File: config.mk
export PLATFORM = sky130hd
export DESIGN_NAME = tsc_scan_top
export DESIGN_NICKNAME = d
export VERILOG_FILES = /design/src/rtl/tsc_pkg.sv /design/src/rtl/tsc_regs.sv /design/src/rtl/tsc_seq.sv /design/src/rtl/tsc_fifo.sv /design/src/rtl/tsc_scan_top.sv
export SDC_FILE = /design/constraint.sdc
export NUM_CORES = 1
export LEC_CHECK = 0
export ABC_AREA = 1
export BUFFER_PORTS_ARGS = -buffer_cell sky130_fd_sc_hd__buf_4
export CAP_MARGIN = 40
export CORE_ASPECT_RATIO = 1.75
export CORE_MARGIN = 3
export CORE_UTILIZATION = 56
export DETAILED_ROUTE_END_ITERATION = 8
export PLACE_DENSITY = 0.77
export SLEW_MARGIN = 10
export SYNTH_ARGS = -nofsm -noshare
export SYNTH_HDL_FRONTEND = slang
export SYNTH_HIERARCHICAL = 1
export SYNTH_SLANG_ARGS = --single-unit
File: constraint.sdc
create_clock -name clk -period 4.05 [get_ports clk]
set_clock_uncertainty 0.2 [all_clocks]
set_input_delay 0.2025 -clock clk [delete_from_list [all_inputs] [get_ports clk]]
set_output_delay 0.2025 -clock clk [all_outputs]
set_load 0.02 [all_outputs]
File: src/rtl/tsc_pkg.sv
package tsc_pkg;
  localparam int ADC_W = 10;
  localparam int REG_AW = 4;
  localparam int DW = 32;

  localparam logic [REG_AW-1:0] A_STAT   = 4'd0;
  localparam logic [REG_AW-1:0] A_CTRL   = 4'd1;
  localparam logic [REG_AW-1:0] A_FIFO   = 4'd2;
  localparam logic [REG_AW-1:0] A_SETTLE = 4'd3;
  localparam logic [REG_AW-1:0] A_PENDET = 4'd4;
  localparam logic [REG_AW-1:0] A_TOUCH  = 4'd5;
  localparam logic [REG_AW-1:0] A_UPDATE = 4'd6;
  localparam logic [REG_AW-1:0] A_XLO    = 4'd7;
  localparam logic [REG_AW-1:0] A_XHI    = 4'd8;
  localparam logic [REG_AW-1:0] A_YLO    = 4'd9;
  localparam logic [REG_AW-1:0] A_YHI    = 4'd10;

  typedef enum logic [2:0] {
    PH_IDLE, PH_SETX, PH_CONVX, PH_SETY, PH_CONVY, PH_PEN, PH_TOUCH, PH_UPD
  } phase_e;

  typedef struct packed {
    logic       irq4;
    logic [2:0] xsz;
    logic [2:0] ysz;
    logic       pwr;
    logic       auto_en;
  } ctrl_t;

  function automatic logic [ADC_W-1:0] justify(input logic [ADC_W-1:0] raw,
                                               input logic [2:0] code);
    logic [ADC_W-1:0] keep;
    keep = {ADC_W{1'b1}} << code;
    return raw & keep;
  endfunction
endpackage

File: src/rtl/tsc_regs.sv
module tsc_regs
  import tsc_pkg::*;
#(
  parameter int TIMW = 10
) (
  input  logic              clk,
  input  logic              rst_n,
  input  logic              wr,
  input  logic [REG_AW-1:0] addr,
  input  logic [DW-1:0]     wdata,
  input  logic              fifo_empty,
  input  logic              fifo_ovr,
  input  logic [DW-1:0]     fifo_head,
  output ctrl_t             ctrl,
  output logic [TIMW-1:0]   t_settle,
  output logic [TIMW-1:0]   t_pen,
  output logic [TIMW-1:0]   t_touch,
  output logic [TIMW-1:0]   t_upd,
  output logic [DW-1:0]     rdata
);
  localparam logic [TIMW-1:0] RST_SETTLE = TIMW'(2);
  localparam logic [TIMW-1:0] RST_PEN    = TIMW'(4);
  localparam logic [TIMW-1:0] RST_TOUCH  = TIMW'(16);
  localparam logic [TIMW-1:0] RST_UPD    = TIMW'(88);

  logic [ADC_W-1:0] win_q [4];

  always_ff @(posedge clk) begin
    if (!rst_n) begin
      ctrl     <= '0;
      t_settle <= RST_SETTLE;
      t_pen    <= RST_PEN;
      t_touch  <= RST_TOUCH;
      t_upd    <= RST_UPD;
      win_q[0] <= '0;
      win_q[1] <= '1;
      win_q[2] <= '0;
      win_q[3] <= '1;
    end else if (wr) begin
      case (addr)
        A_CTRL: ctrl <= '{irq4: wdata[11], xsz: wdata[9:7], ysz: wdata[6:4],
                          pwr: wdata[2], auto_en: wdata[0]};
        A_SETTLE: t_settle <= wdata[TIMW-1:0];
        A_PENDET: t_pen    <= wdata[TIMW-1:0];
        A_TOUCH:  t_touch  <= wdata[TIMW-1:0];
        A_UPDATE: t_upd    <= wdata[TIMW-1:0];
        A_XLO:    win_q[0] <= wdata[ADC_W-1:0];
        A_XHI:    win_q[1] <= wdata[ADC_W-1:0];
        A_YLO:    win_q[2] <= wdata[ADC_W-1:0];
        A_YHI:    win_q[3] <= wdata[ADC_W-1:0];
        default: ;
      endcase
    end
  end

  logic unused_wbits;
  assign unused_wbits = ^{wdata[DW-1:12], wdata[10], wdata[3], wdata[1]};

  always_comb begin
    rdata = '0;
    case (addr)
      A_STAT:   rdata = {{(DW-9){1'b0}}, fifo_ovr, fifo_empty, 7'b0};
      A_CTRL:   rdata = {{(DW-12){1'b0}}, ctrl.irq4, 1'b0, ctrl.xsz, ctrl.ysz,
                         1'b0, ctrl.pwr, 1'b0, ctrl.auto_en};
      A_FIFO:   rdata = fifo_head;
      A_SETTLE: rdata = DW'(t_settle);
      A_PENDET: rdata = DW'(t_pen);
      A_TOUCH:  rdata = DW'(t_touch);
      A_UPDATE: rdata = DW'(t_upd);
      A_XLO:    rdata = DW'(win_q[0]);
      A_XHI:    rdata = DW'(win_q[1]);
      A_YLO:    rdata = DW'(win_q[2]);
      A_YHI:    rdata = DW'(win_q[3]);
      default:  rdata = '0;
    endcase
  end
endmodule

File: src/rtl/tsc_seq.sv
module tsc_seq
  import tsc_pkg::*;
#(
  parameter int TIMW = 10
) (
  input  logic             clk,
  input  logic             rst_n,
  input  logic             run,
  input  logic [2:0]       xsz,
  input  logic [2:0]       ysz,
  input  logic [TIMW-1:0]  t_settle,
  input  logic [TIMW-1:0]  t_pen,
  input  logic [TIMW-1:0]  t_touch,
  input  logic [TIMW-1:0]  t_upd,
  input  logic             tick,
  input  logic             pen_up,
  output logic             adc_req_valid,
  input  logic             adc_req_ready,
  output logic             adc_req_chan,
  input  logic             adc_res_valid,
  input  logic [ADC_W-1:0] adc_res_data,
  output logic             push,
  output logic [DW-1:0]    push_word
);
  phase_e           phase_q, phase_d;
  logic [TIMW-1:0]  cnt_q, limit;
  logic             sent_q;
  logic [ADC_W-1:0] xv_q, yv_q;
  logic             timed, tdone, is_conv, cdone;

  always_comb begin
    timed = 1'b1;
    case (phase_q)
      PH_SETX, PH_SETY: limit = t_settle;
      PH_PEN:           limit = t_pen;
      PH_TOUCH:         limit = t_touch;
      PH_UPD:           limit = t_upd;
      default: begin
        limit = '0;
        timed = 1'b0;
      end
    endcase
  end

  assign tdone         = timed && (cnt_q >= limit);
  assign is_conv       = (phase_q == PH_CONVX) || (phase_q == PH_CONVY);
  assign cdone         = is_conv && sent_q && adc_res_valid;
  assign adc_req_valid = is_conv && !sent_q;
  assign adc_req_chan  = (phase_q == PH_CONVY);
  assign push          = (phase_q == PH_PEN) && tdone && run;
  assign push_word     = {pen_up, 5'b0, xv_q, 6'b0, yv_q};

  always_comb begin
    phase_d = phase_q;
    case (phase_q)
      PH_IDLE:  if (run)   phase_d = PH_SETX;
      PH_SETX:  if (tdone) phase_d = run ? PH_CONVX : PH_IDLE;
      PH_CONVX: if (cdone) phase_d = run ? PH_SETY  : PH_IDLE;
      PH_SETY:  if (tdone) phase_d = run ? PH_CONVY : PH_IDLE;
      PH_CONVY: if (cdone) phase_d = run ? PH_PEN   : PH_IDLE;
      PH_PEN:   if (tdone) phase_d = run ? PH_TOUCH : PH_IDLE;
      PH_TOUCH: if (tdone) phase_d = run ? PH_UPD   : PH_IDLE;
      PH_UPD:   if (tdone) phase_d = run ? PH_SETX  : PH_IDLE;
      default:             phase_d = PH_IDLE;
    endcase
  end

  always_ff @(posedge clk) begin
    if (!rst_n) begin
      phase_q <= PH_IDLE;
      cnt_q   <= '0;
      sent_q  <= 1'b0;
      xv_q    <= '0;
      yv_q    <= '0;
    end else begin
      phase_q <= phase_d;
      if (phase_d != phase_q) begin
        cnt_q  <= '0;
        sent_q <= 1'b0;
      end else begin
        if (timed && tick) cnt_q <= cnt_q + 1'b1;
        if (adc_req_valid && adc_req_ready) sent_q <= 1'b1;
      end
      if (cdone && phase_q == PH_CONVX) xv_q <= justify(adc_res_data, xsz);
      if (cdone && phase_q == PH_CONVY) yv_q <= justify(adc_res_data, ysz);
    end
  end
endmodule

File: src/rtl/tsc_fifo.sv
module tsc_fifo
  import tsc_pkg::*;
#(
  parameter int DEPTH = 8
) (
  input  logic              clk,
  input  logic              rst_n,
  input  logic              push,
  input  logic [DW-1:0]     push_word,
  input  logic              pop,
  output logic [DW-1:0]     head,
  output logic              empty,
  output logic              ovr,
  output logic [$clog2(DEPTH+1)-1:0] fill
);
  localparam int PTRW = (DEPTH > 1) ? $clog2(DEPTH) : 1;
  localparam int FW   = $clog2(DEPTH + 1);

  logic [DW-1:0]   mem [DEPTH];
  logic [PTRW-1:0] wptr, rptr;
  logic            do_pop, accept, drop;

  assign empty  = (fill == '0);
  assign do_pop = pop && !empty;
  assign accept = push && ((fill < FW'(DEPTH)) || do_pop);
  assign drop   = push && !accept;
  assign head   = empty ? '0 : mem[rptr];

  function automatic logic [PTRW-1:0] bump(input logic [PTRW-1:0] p);
    return (p == PTRW'(DEPTH - 1)) ? '0 : p + 1'b1;
  endfunction

  always_ff @(posedge clk) begin
    if (accept) mem[wptr] <= push_word;
  end

  always_ff @(posedge clk) begin
    if (!rst_n) begin
      wptr <= '0;
      rptr <= '0;
      fill <= '0;
      ovr  <= 1'b0;
    end else begin
      if (accept) wptr <= bump(wptr);
      if (do_pop) rptr <= bump(rptr);
      fill <= fill + FW'(accept) - FW'(do_pop);
      if (drop)       ovr <= 1'b1;
      else if (empty) ovr <= 1'b0;
    end
  end
endmodule

File: src/rtl/tsc_scan_top.sv
module tsc_scan_top
  import tsc_pkg::*;
#(
  parameter int DEPTH     = 8,
  parameter int TIMW      = 10,
  parameter int IRQ_LEVEL = 4
) (
  input  logic              clk,
  input  logic              rst_n,
  input  logic              tick,
  input  logic              pen_up,
  input  logic              reg_wr,
  input  logic              reg_rd,
  input  logic [REG_AW-1:0] reg_addr,
  input  logic [DW-1:0]     reg_wdata,
  output logic [DW-1:0]     reg_rdata,
  output logic              irq,
  output logic              adc_req_valid,
  input  logic              adc_req_ready,
  output logic              adc_req_chan,
  input  logic              adc_res_valid,
  input  logic [ADC_W-1:0]  adc_res_data
);
  localparam int FW = $clog2(DEPTH + 1);

  ctrl_t           ctrl;
  logic [TIMW-1:0] t_settle, t_pen, t_touch, t_upd;
  logic            run_en, push_en, pop_req, fifo_empty, ovr_flag;
  logic [DW-1:0]   push_word, fifo_head;
  logic [FW-1:0]   fill_cnt;

  assign run_en  = ctrl.auto_en && ctrl.pwr;
  assign pop_req = reg_rd && (reg_addr == A_FIFO);
  assign irq     = ovr_flag ||
                   (ctrl.irq4 ? (fill_cnt >= FW'(IRQ_LEVEL)) : !fifo_empty);

  tsc_regs #(.TIMW(TIMW)) u_regs (
    .clk(clk), .rst_n(rst_n), .wr(reg_wr), .addr(reg_addr), .wdata(reg_wdata),
    .fifo_empty(fifo_empty), .fifo_ovr(ovr_flag), .fifo_head(fifo_head),
    .ctrl(ctrl), .t_settle(t_settle), .t_pen(t_pen), .t_touch(t_touch),
    .t_upd(t_upd), .rdata(reg_rdata)
  );

  tsc_seq #(.TIMW(TIMW)) u_seq (
    .clk(clk), .rst_n(rst_n), .run(run_en), .xsz(ctrl.xsz), .ysz(ctrl.ysz),
    .t_settle(t_settle), .t_pen(t_pen), .t_touch(t_touch), .t_upd(t_upd),
    .tick(tick), .pen_up(pen_up),
    .adc_req_valid(adc_req_valid), .adc_req_ready(adc_req_ready),
    .adc_req_chan(adc_req_chan), .adc_res_valid(adc_res_valid),
    .adc_res_data(adc_res_data), .push(push_en), .push_word(push_word)
  );

  tsc_fifo #(.DEPTH(DEPTH)) u_fifo (
    .clk(clk), .rst_n(rst_n), .push(push_en), .push_word(push_word),
    .pop(pop_req), .head(fifo_head), .empty(fifo_empty), .ovr(ovr_flag),
    .fill(fill_cnt)
  );
endmodule

* After elaboration in Yosys (flattened, before gate mapping)
Memories as Yosys holds them, arrays and structs flattened. A register that Yosys moved wholly into a read port is not among the register bits.
Cells that the tools add are included.
** Storage, ports and cells
- Output and inout port bits :: 35
- Register bits after elaboration :: 94
- Memories :: 2
- Bits of input ports :: 54
- RAM bits :: 208
- Word-level logic and storage cells :: 140
** Operators by class
- Magnitude comparators :: 3
- Equality and inequality tests :: 20
- Mux-type cells :: 50
- $add $sub $neg :: 5
- Shifts and indexed selects :: 2
- Reductions and logical operators :: 33
- Bitwise operators :: 7
** Memory list
- u_fifo.mem :: words 8, width 21, rd ports 1, clocked after memory_dff 1, wr ports 1, line tsc_fifo.sv:19 : logic [DW-1:0] mem [DEPTH];
- u_regs.win_q :: words 4, width 10, rd ports 4, clocked after memory_dff 0, wr ports 4, line tsc_regs.sv:26 : logic [ADC_W-1:0] win_q [4];
** Operator list (number)
- case mux 32 bit (11 select lines) :: 1
- 2-to-1 mux 3 bit :: 16
- 2-to-1 mux 10 bit :: 4
- case mux 10 bit (4 select lines) :: 1
- 2-to-1 mux 32 bit :: 1
- 2-to-1 mux 1 bit :: 24
- case mux 3 bit (8 select lines) :: 1
- bitwise AND 10 bit :: 2
- left shift 10 x 3 -> 10 bit (first input constant) :: 2
- equality test 3 bit (second input constant) :: 6
- equality test 4 x 3 -> 1 bit (second input constant) :: 4
- logical AND 1 bit :: 15
- equality test 4 bit (second input constant) :: 3
- adder 10 x 1 -> 10 bit (second input constant) :: 1
- greater-or-equal comparator 10 bit :: 1
- AND reduction 2 bit :: 5
- equality test 4 x 2 -> 1 bit (second input constant) :: 2
- zero test 4 bit :: 2
- adder 3 x 1 -> 3 bit (second input constant) :: 2
- equality test 3 x 2 -> 1 bit (second input constant) :: 2
- OR reduction 5 bit :: 1
- adder 4 x 1 -> 4 bit :: 1
- equality test 4 x 1 -> 1 bit (second input constant) :: 1
- greater-or-equal comparator 4 x 3 -> 1 bit (second input constant) :: 1
- 12 further kinds :: 21

* Logic depth before layout (Yosys ltp)
Gate-level depths: netlist of the first run.
- Word-level depth :: 11
- Gate-level depth with buffers :: 26
- Gate-level depth less buffers :: 23

* By module
The synthesis of the first run kept the hierarchy.
** Modules (own cells, without submodules)
- tsc_fifo :: area an instance 11317.1 um^2, instances 1, sequential area each 7967.6 um^2, cells an instance 1080
- tsc_regs :: area an instance 4335.4 um^2, instances 1, sequential area each 2182.1 um^2, cells an instance 595
- tsc_seq :: area an instance 2232.1 um^2, instances 1, sequential area each 680.7 um^2, cells an instance 305
- tsc_scan_top :: area an instance 42.5 um^2, instances 1, sequential area each 0.0 um^2, cells an instance 10

* Worst setup path after synthesis of the first run
OpenSTA, ideal clock, no wires.
- Path type :: flip-flop to flip-flop
- Start :: reg u_seq.phase_q[2]
- End :: mem u_fifo/mem[1][0] (netlist bit), enable pin
- Cell stages (with the launch flop) :: 19
- Path buffers :: 3
- Setup time :: 421 ps
- Clock period less this slack :: 4458 ps
- Data required time :: 3429 ps
- Path slack :: -408 ps
- Arrival time :: 3837 ps
- Cell sequence :: dfxtp_1 -> buf_4 -> nand2_2 -> nor2_1 -> clkbuf_1 -> a22o_1 -> a221oi_1 -> ha_1 -> nand2_1 -> nor2_1 -> nand3_1 -> nand3_2 -> inv_2 -> nor3_1 -> clkbuf_1 -> nand2_1 -> inv_1 -> nand2_1 -> nor2_1
** Between the ends
- Cells in the longest elaborated chain, start to end :: 10
- Elaborated cells on any way between the ends :: 16
- Those cells by class :: order compare (1); eq/ne (5); mux (4); reduce/logical (6)
** RTL lines
- start: declaration :: line tsc_seq.sv:25 : phase_e phase_q, phase_d;
- start signal: assignment :: line tsc_seq.sv:76 : phase_q <= phase_d;
- equality test 3 x 1 -> 1 bit or equality test 3 x 2 -> 1 bit (tied branches) :: line tsc_seq.sv:33 : case (phase_q)
- OR reduction 2 bit :: line tsc_seq.sv:33
- case mux 10 bit (4 select lines) :: line tsc_seq.sv:33
- greater-or-equal comparator 10 bit :: line tsc_seq.sv:45 : assign tdone = timed && (cnt_q >= limit);
- logical AND 1 bit :: line tsc_seq.sv:45
- logical AND 1 bit * (2 in series) :: line tsc_seq.sv:50 : assign push = (phase_q == PH_PEN) && tdone && run;
- net push_en :: line tsc_scan_top.sv:28 : logic run_en, push_en, pop_req, fifo_empty, ovr_flag;
- logical AND 1 bit * :: line tsc_fifo.sv:25 : assign accept = push && ((fill < FW'(DEPTH)) || do_pop);
- 2-to-1 mux 1 bit * :: line tsc_fifo.sv:34 : if (accept) mem[wptr] <= push_word;
- 2-to-1 mux 1 bit (not written as such) * :: line tsc_fifo.sv:34
- end: declaration :: line tsc_fifo.sv:19
Mark *: on every way through the listed nets, which the timed path passes. The rest lies on a longest branch.

* Worst setup path after layout of the first run
- Start :: reg u_seq.phase_q[0]
- End :: reg u_fifo.fill[2]
** Between the ends
- Cells in the longest elaborated chain, start to end :: 10
- Elaborated cells on any way between the ends :: 16
- Those cells by class :: add/sub (2); order compare (1); eq/ne (5); mux (2); reduce/logical (6)
** RTL lines
- equality test 3 x 1 -> 1 bit or equality test 3 x 2 -> 1 bit (tied branches) :: line tsc_seq.sv:33
- OR reduction 2 bit :: line tsc_seq.sv:33
- case mux 10 bit (4 select lines) :: line tsc_seq.sv:33
- greater-or-equal comparator 10 bit :: line tsc_seq.sv:45
- logical AND 1 bit :: line tsc_seq.sv:45
- logical AND 1 bit * (2 in series) :: line tsc_seq.sv:50
- net push_en :: line tsc_scan_top.sv:28
- logical AND 1 bit * :: line tsc_fifo.sv:25
- adder 4 x 1 -> 4 bit * :: line tsc_fifo.sv:46 : fill <= fill + FW'(accept) - FW'(do_pop);
- subtractor 4 x 1 -> 4 bit * :: line tsc_fifo.sv:46
- end signal: assignment :: line tsc_fifo.sv:46
- end: declaration :: line tsc_fifo.sv:14 : output logic [$clog2(DEPTH+1)-1:0] fill
Marks and branches as above.
A chain may end at the register's enable or synchronous reset.

==> results of run 1 <==
==> worst min-delay path, cell delays in order <==
cell and delay [ns]:
buf_4 0.13, nand2_1 0.13, nor3_1 0.18, nand2_1 0.10, a21oi_1 0.05
==> final cells by class <==
cell class | instances | area [µm²]
Timing Repair Buffer | 146 | 1354
Clock buffer | 47 | 1005
Inverter | 168 | 633.1
Tap cell | 396 | 495.5
Clock inverter | 13 | 120.1
Fill cell | 2468 | 11070
Sequential cell | 393 | 10840
Multi-Input combinational cell | 1336 | 6008
==> per-stage QoR <==
step / instances / utilization / cell area (µm²) / setup slack [ns]
floorplan: 2000 / - / 17960 / -0.4076
finish: 2499 / 0.6488 / 20450 / 0.1957
global route: 2499 / 0.6488 / 20450 / 0.0002172
global placement: 2404 / 0.6007 / 18940 / 0.2204
CTS: 2499 / 0.6485 / 20450 / 0.05551
detailed placement: 2407 / 0.6027 / 19000 / 0.1241
==> what timing repair did <==
| item | in CTS | in global routing |
|---|---|---|
| endpoints found under the setup margin | 0 | 16 |
| endpoints found under the hold margin | 133 | 0 |
| hold buffers | 32 | 0 |
| resized for setup | 0 | 3 |
==> power by group <==
part	internal [mW]	total [mW]	switching (mW)
sequential	4.32	4.34	0.0163
clock	1.87	3.30	1.42
combinational	0.0780	0.249	0.171
==> routing by layer <==
metal / part of all wire / GRT usage / routed length (µm)
met5: 0 / 0 / 0
met4: 0.072 / 0.1771 / 3432
met3: 0.062 / 0.04100 / 2976
met2: 0.53 / 0.5034 / 25420
met1: 0.34 / 0.2928 / 16100
==> flip-flops by register name (all words and copies together) (netlist names), 4 cells and up, named ones only <==
name	cells
u_regs/win_q	40
u_regs/t_settle	10
u_regs/ctrl	9
u_seq/yv_q	10
u_regs/t_touch	10
u_regs/t_upd	10
u_fifo/fill	4
u_fifo/mem	256
u_seq/cnt_q	10
u_seq/xv_q	10
u_regs/t_pen	10
==> cell usage in the layout, fill, tap and decap left out, drive strengths merged, types with 2 or more instances in the layout <==
cell and count:
edfxtp 296, clkbuf 47, xor2 7, nand2 457, a221oi 9, clkinvlp 2, o211ai 9, bufinv 2
nand4 10, dfxtp 97, nand3 148, o21ai 88, inv 167, xnor2 3, a21oi 63, ha 20
nor3 8, clkinv 10, dlygate4sd3 32, nor2 483, buf 114, conb 11, a22o 10
==> kinds of logic (layout without fill, tap and decap cells) <==
logic type / count (synthesis) / count (layout) / synth area share
buffers and inverters: 271 / 374 / 0.06665
xor gates and xnor gates: 10 / 10 / 0.004886
adders and majority gates: 21 / 21 / 0.01508
other: 1 / 11 / 0.0002092
muxes: 1 / 1 / 0.0005584
and+or+nand+nor: 1110 / 1110 / 0.2514
DFF: 393 / 393 / 0.6041
AOI/OAI and AO/OA: 183 / 183 / 0.05709
==> worst max-delay path by stage <==
| stage | start | depth (start not counted) | endpoint | slack, ns |
|---|---|---|---|---|
| after floorplan | u_seq/phase_q[2] | 18 | u_fifo/mem[1][0] | -0.41 |
| after global placement | u_seq/phase_q[0] | 21 | u_fifo/fill[2] | 0.22 |
| after detailed placement | u_seq/phase_q[0] | 19 | u_fifo/fill[2] | 0.12 |
| after CTS | u_seq/phase_q[0] | 19 | u_fifo/fill[2] | 0.06 |
| after global routing | u_seq/phase_q[2] | 20 | u_fifo/fill[2] | 0.0002 |
| final | u_seq/phase_q[0] | 20 | u_fifo/fill[2] | 0.20 |
==> flow_summary.toml, run 1 <==
[status]
status = "finished, final reports clean"

[flow_run]
maxCapViolations = 0

[sta]
fin_setup_tns_ns = 0
max_clock_freq_mhz = 259.4
period_share = 0.9517
hold_ws_ns = 0.1099
hold_viol_final = 0
relSlewSlack = 0.3273
maxSlewViolCount = 0
setup_violations = 0
tightest_slew_ns = 1.001
rsz0062_at_grt = "false"
layout_min_cycle_time_ns = 3.854

[synthesis]
synth-edff-count = 296
ys_warn_count = 6
ys_types = 44
synthMostInstantiatedCell = "nor2_1"
synth_area_um2 = 17930
async_flop_share = 0
ys_top_cells_by_area = "edfxtp_1, dfxtp_1, nor2_1"
yosysTopAreaCellShare = 0.4958
yosys-top-cells-count = "nor2_1, nand2_1, edfxtp_1, inv_1, nand3_1"
yosysSeqAreaShare = 0.6041
synth.largest_area_cell = "edfxtp_1"
syn_area_per_cell_um2 = 9.009
ys_ff_latch = 393
yosys_most_used_dff = "edfxtp_1"
syn-instance-count = 1990

[setup_path]
arrival_ns = 4.07
crit_type = "reg2reg"
worst_ep_required_time_ns = 4.27
r2r_start = "u_seq/phase_q[0]"
slowest_delay_ns = 0.39
crit_chain = "inv_4, nor2_1, buf_4, a22o_1, a221oi_1, ha_1, nand2_1, nor2_1, nand3_1, nand3_2, inv_2, nor3_1, buf_4, nand2_1, ha_1, inv_1, ha_1, fa_1, xnor2_1, nor2_1"
cp_max_fo = 11
cp-end-kind = "flip-flop"
timing.rr.end = "u_fifo/fill[2]"
cp_num_buf_inv = 5
reg2reg_slack_ns = 0.20
r2r_cells = 20
critical-path-slowest-cell = "dfxtp_2"
cp-start-kind = "flip-flop"
path_delay_family = "adder cells"

[grt]
antenna_found_initial = 0
grt.total_usage = 0.2768
grt_pass1_wl_mm = 73.30
first_global_vias = 13820
grt_start_max_net_pins = 130
grt-ovfl-total = 0

[power_and_ir_drop]
ir_worst_vdd_v = 0.0004020
power_density_nw_per_um2 = 385.6
power_mw = 7.887
leakage_nw = 8.058

[min_path]
worstHoldStart = "reg_addr[2]"
hold_path.class = "in2reg"
hold_path_depth = 5
min_to = "u_regs/t_upd[2]"

[floorplan]
die_area_um2 = 34280
rows = 86
core-area_um2 = 31530
start_util = 0.5686
die_h_um = 242.7
die_w_um = 141.3
ios = 89

[clock_network]
cts-root-buf = "clkbuf_16"
path_clk_slew_ns = 0.07
cts_setup_buffers = 0
h-tree-depth = 2
clock_sinks = 393
clk_latency_ns = 0.53
cts_tree = "yes"
cts_buffers = 35
clk_path_buf_depth = 3

[final_layout]
drive_above_1_share = 0.1056
syn2layout_area_growth_pct = 14.10
final_net_count = 2155
diodes = 0

[detailed_routing]
antenna_left = 0
vias_per_cell = 5.624
wl_per_cell_um = 19.18
first_iter_violations = 1064
wl_mm = 47.93
drc = 0
vias = 14050
firstDrtPassIters = 6

[place]
hpwlAfterDp_mm = 31.72
routabilityCongestion = 1.097
port_buffers = 67
Power figures use the tool's default switching activity.
==> inputs of run 2 (changes only) <==
RECOVER_POWER = 100   (was not set)
==> run 2 against run 1 <==
  * Sequential power hardly changed
  * Sequential share of layout area up 0.86 points
  * Non-clock buffer count stayed put
  * Critical path type unchanged
  * Routed wire length up 0.23%
  * Utilization is 1.0 points lower
==> flow_summary.toml, run 2 (synthesized netlist as in run 1, its figures left out) <==
[detailed_routing]
firstDrtPassIters = 5
vias_per_cell = 5.628
wl_per_cell_um = 19.22
drc = 0
vias = 14070
first_iter_violations = 933
antenna_left = 0
wl_mm = 48.04

[clock_network]
cts_tree = "yes"
clock_sinks = 393
h-tree-depth = 2
clk_path_buf_depth = 3
path_clk_slew_ns = 0.07
clk_latency_ns = 0.53
cts_buffers = 35
cts-root-buf = "clkbuf_16"
cts_setup_buffers = 0

[final_layout]
num-fill-cells = 2546
largest_register_ffs = 256
stdcell_area_um2 = 20120
final_common_cell = "nor2_1"
drive_above_1_share = 0.08417
final_cell_mix = "nor2_1, nand2_1, edfxtp_1"
fin_util = 0.6383
top_register = "u_fifo/mem"
final_net_count = 2155
diodes = 0
syn2layout_area_growth_pct = 12.26
top_regs = "u_fifo/mem (256), u_regs/win_q (40)"

[flow_run]
maxCapViolations = 0

[setup_path]
cp-start-kind = "flip-flop"
arrival_ns = 4.08
timing.rr.end = "u_fifo/fill[2]"
cp-end-kind = "flip-flop"
endpoint = "u_fifo/fill[2]"
crit_start = "u_seq/phase_q[0]"
cp_max_fo = 11
reg2reg_slack_ns = 0.19
worst_ep_required_time_ns = 4.27
crit_type = "reg2reg"
r2r_cells = 20
r2r_start = "u_seq/phase_q[0]"

[sta]
setup_ws_ns = 0.1853
max_clock_freq_mhz = 258.8
period_share = 0.9543
setup_violations = 0
layout_min_cycle_time_ns = 3.865
tightest_slew_ns = 1.148
hold_ws_ns = 0.09566
relSlewSlack = 0.2286
hold_viol_final = 0
maxSlewViolCount = 0
rsz0062_at_grt = "false"

[min_path]
hold_path.class = "in2reg"

[grt]
grt_pass1_wl_mm = 73.30
grt_start_max_net_pins = 130
grt.total_usage = 0.2768
grt-ovfl-total = 0
antenna_found_initial = 0
first_global_vias = 13820

[power_and_ir_drop]
power_frac_seq = 0.551
power_density_nw_per_um2 = 391.5
p_comb_frac = 0.030
internal_power_mw = 6.270
p_sw_mw = 1.609
p_clk_frac = 0.419
ir_worst_vdd_v = 0.0004024
switching_share = 0.2042
leakage_nw = 7.878

[floorplan]
ios = 89
rows = 86
die_h_um = 242.7
die_area_um2 = 34280
start_util = 0.5686
core-area_um2 = 31530
die_w_um = 141.3

[place]
hpwlAfterDp_mm = 31.72
dp_slack_ns = 0.1241
port_buffers = 67
routabilityCongestion = 1.097
placed_cell_area_um2 = 19000

[status]
status = "finished, final reports clean"
==> run 2: final cells by class <==
class	count	area, µm²	area share
clock inverters	13	120.1	0.005969
inverters	168	633.1	0.03146
flip-flops and latches	393	10840	0.5385
repair buffers	146	1085	0.05390
well taps	396	495.5	0.02462
clock buffers	47	1005	0.04993
multi-input cells	1336	5949	0.2956
==> run 2: worst max-delay path: stages, from the launching register on <==
cell,delay (ns)
dfxtp_2,0.39
inv_4,0.10
nor2_1,0.04
buf_4,0.18
a22o_1,0.21
a221oi_1,0.35
ha_1,0.19
nand2_1,0.06
nor2_1,0.13
nand3_1,0.12
nand3_2,0.14
inv_2,0.06
nor3_1,0.16
buf_4,0.21
nand2_1,0.10
ha_1,0.29
inv_1,0.04
ha_1,0.20
fa_1,0.38
xnor2_1,0.15
nor2_1,0.05
==> run 2: worst min path at each step <==
stage / startpoint / to / slack [ns] / cells after the start
after floorplan: reg_wdata[0] / u_regs/t_settle[0] / 0.14 / 2
after global placement: adc_res_data[9] / u_seq/xv_q[9] / 0.25 / 3
after detailed placement: pen_up / u_fifo/mem[5][31] / 0.26 / 1
after CTS: reg_addr[2] / u_regs/t_upd[5] / 0.06 / 5
after global routing: reg_addr[2] / u_regs/t_upd[2] / 0.08 / 5
final: reg_addr[2] / u_regs/t_upd[2] / 0.1 / 5
==> run 2: per-layer routing <==
layer / vias to the layer above / track usage / part of all wire
met5: - / 0 / 0
met1: 6595 / 0.2928 / 0.34
li1: 6647 / - / -
met2: 612 / 0.5034 / 0.53
met3: 211 / 0.04100 / 0.064
met4: 0 / 0.1771 / 0.072
==> run 2: repair_timing <==
action | in CTS | in global routing
resized for setup | 0 | 3
endpoints found under the hold margin | 133 | 0
setup endpoints to repair | 0 | 16
hold buffers | 32 | 0
==> run 2: metrics by stage <==
stage	std cells	TNS (ns)	power (mW)
6_report	2499	0	7.879
5_1_grt	2499	0	8.084
3_5_place_dp	2407	0	4.644
2_1_floorplan	2000	-104.22	4.546
4_1_cts	2499	0	7.920
3_3_place_gp	2404	0	4.637
==> run 2: power groups by stage <==
stage | Sequential (mW) | Clock (mW) | Combinational, mW
6_report | 4.34 | 3.30 | 0.239
5_1_grt | 4.34 | 3.49 | 0.253
4_1_cts | 4.34 | 3.34 | 0.238
3_5_place_dp | 4.43 | 0 | 0.216
3_3_place_gp | 4.43 | 0 | 0.210
2_1_floorplan | 4.42 | 0 | 0.123
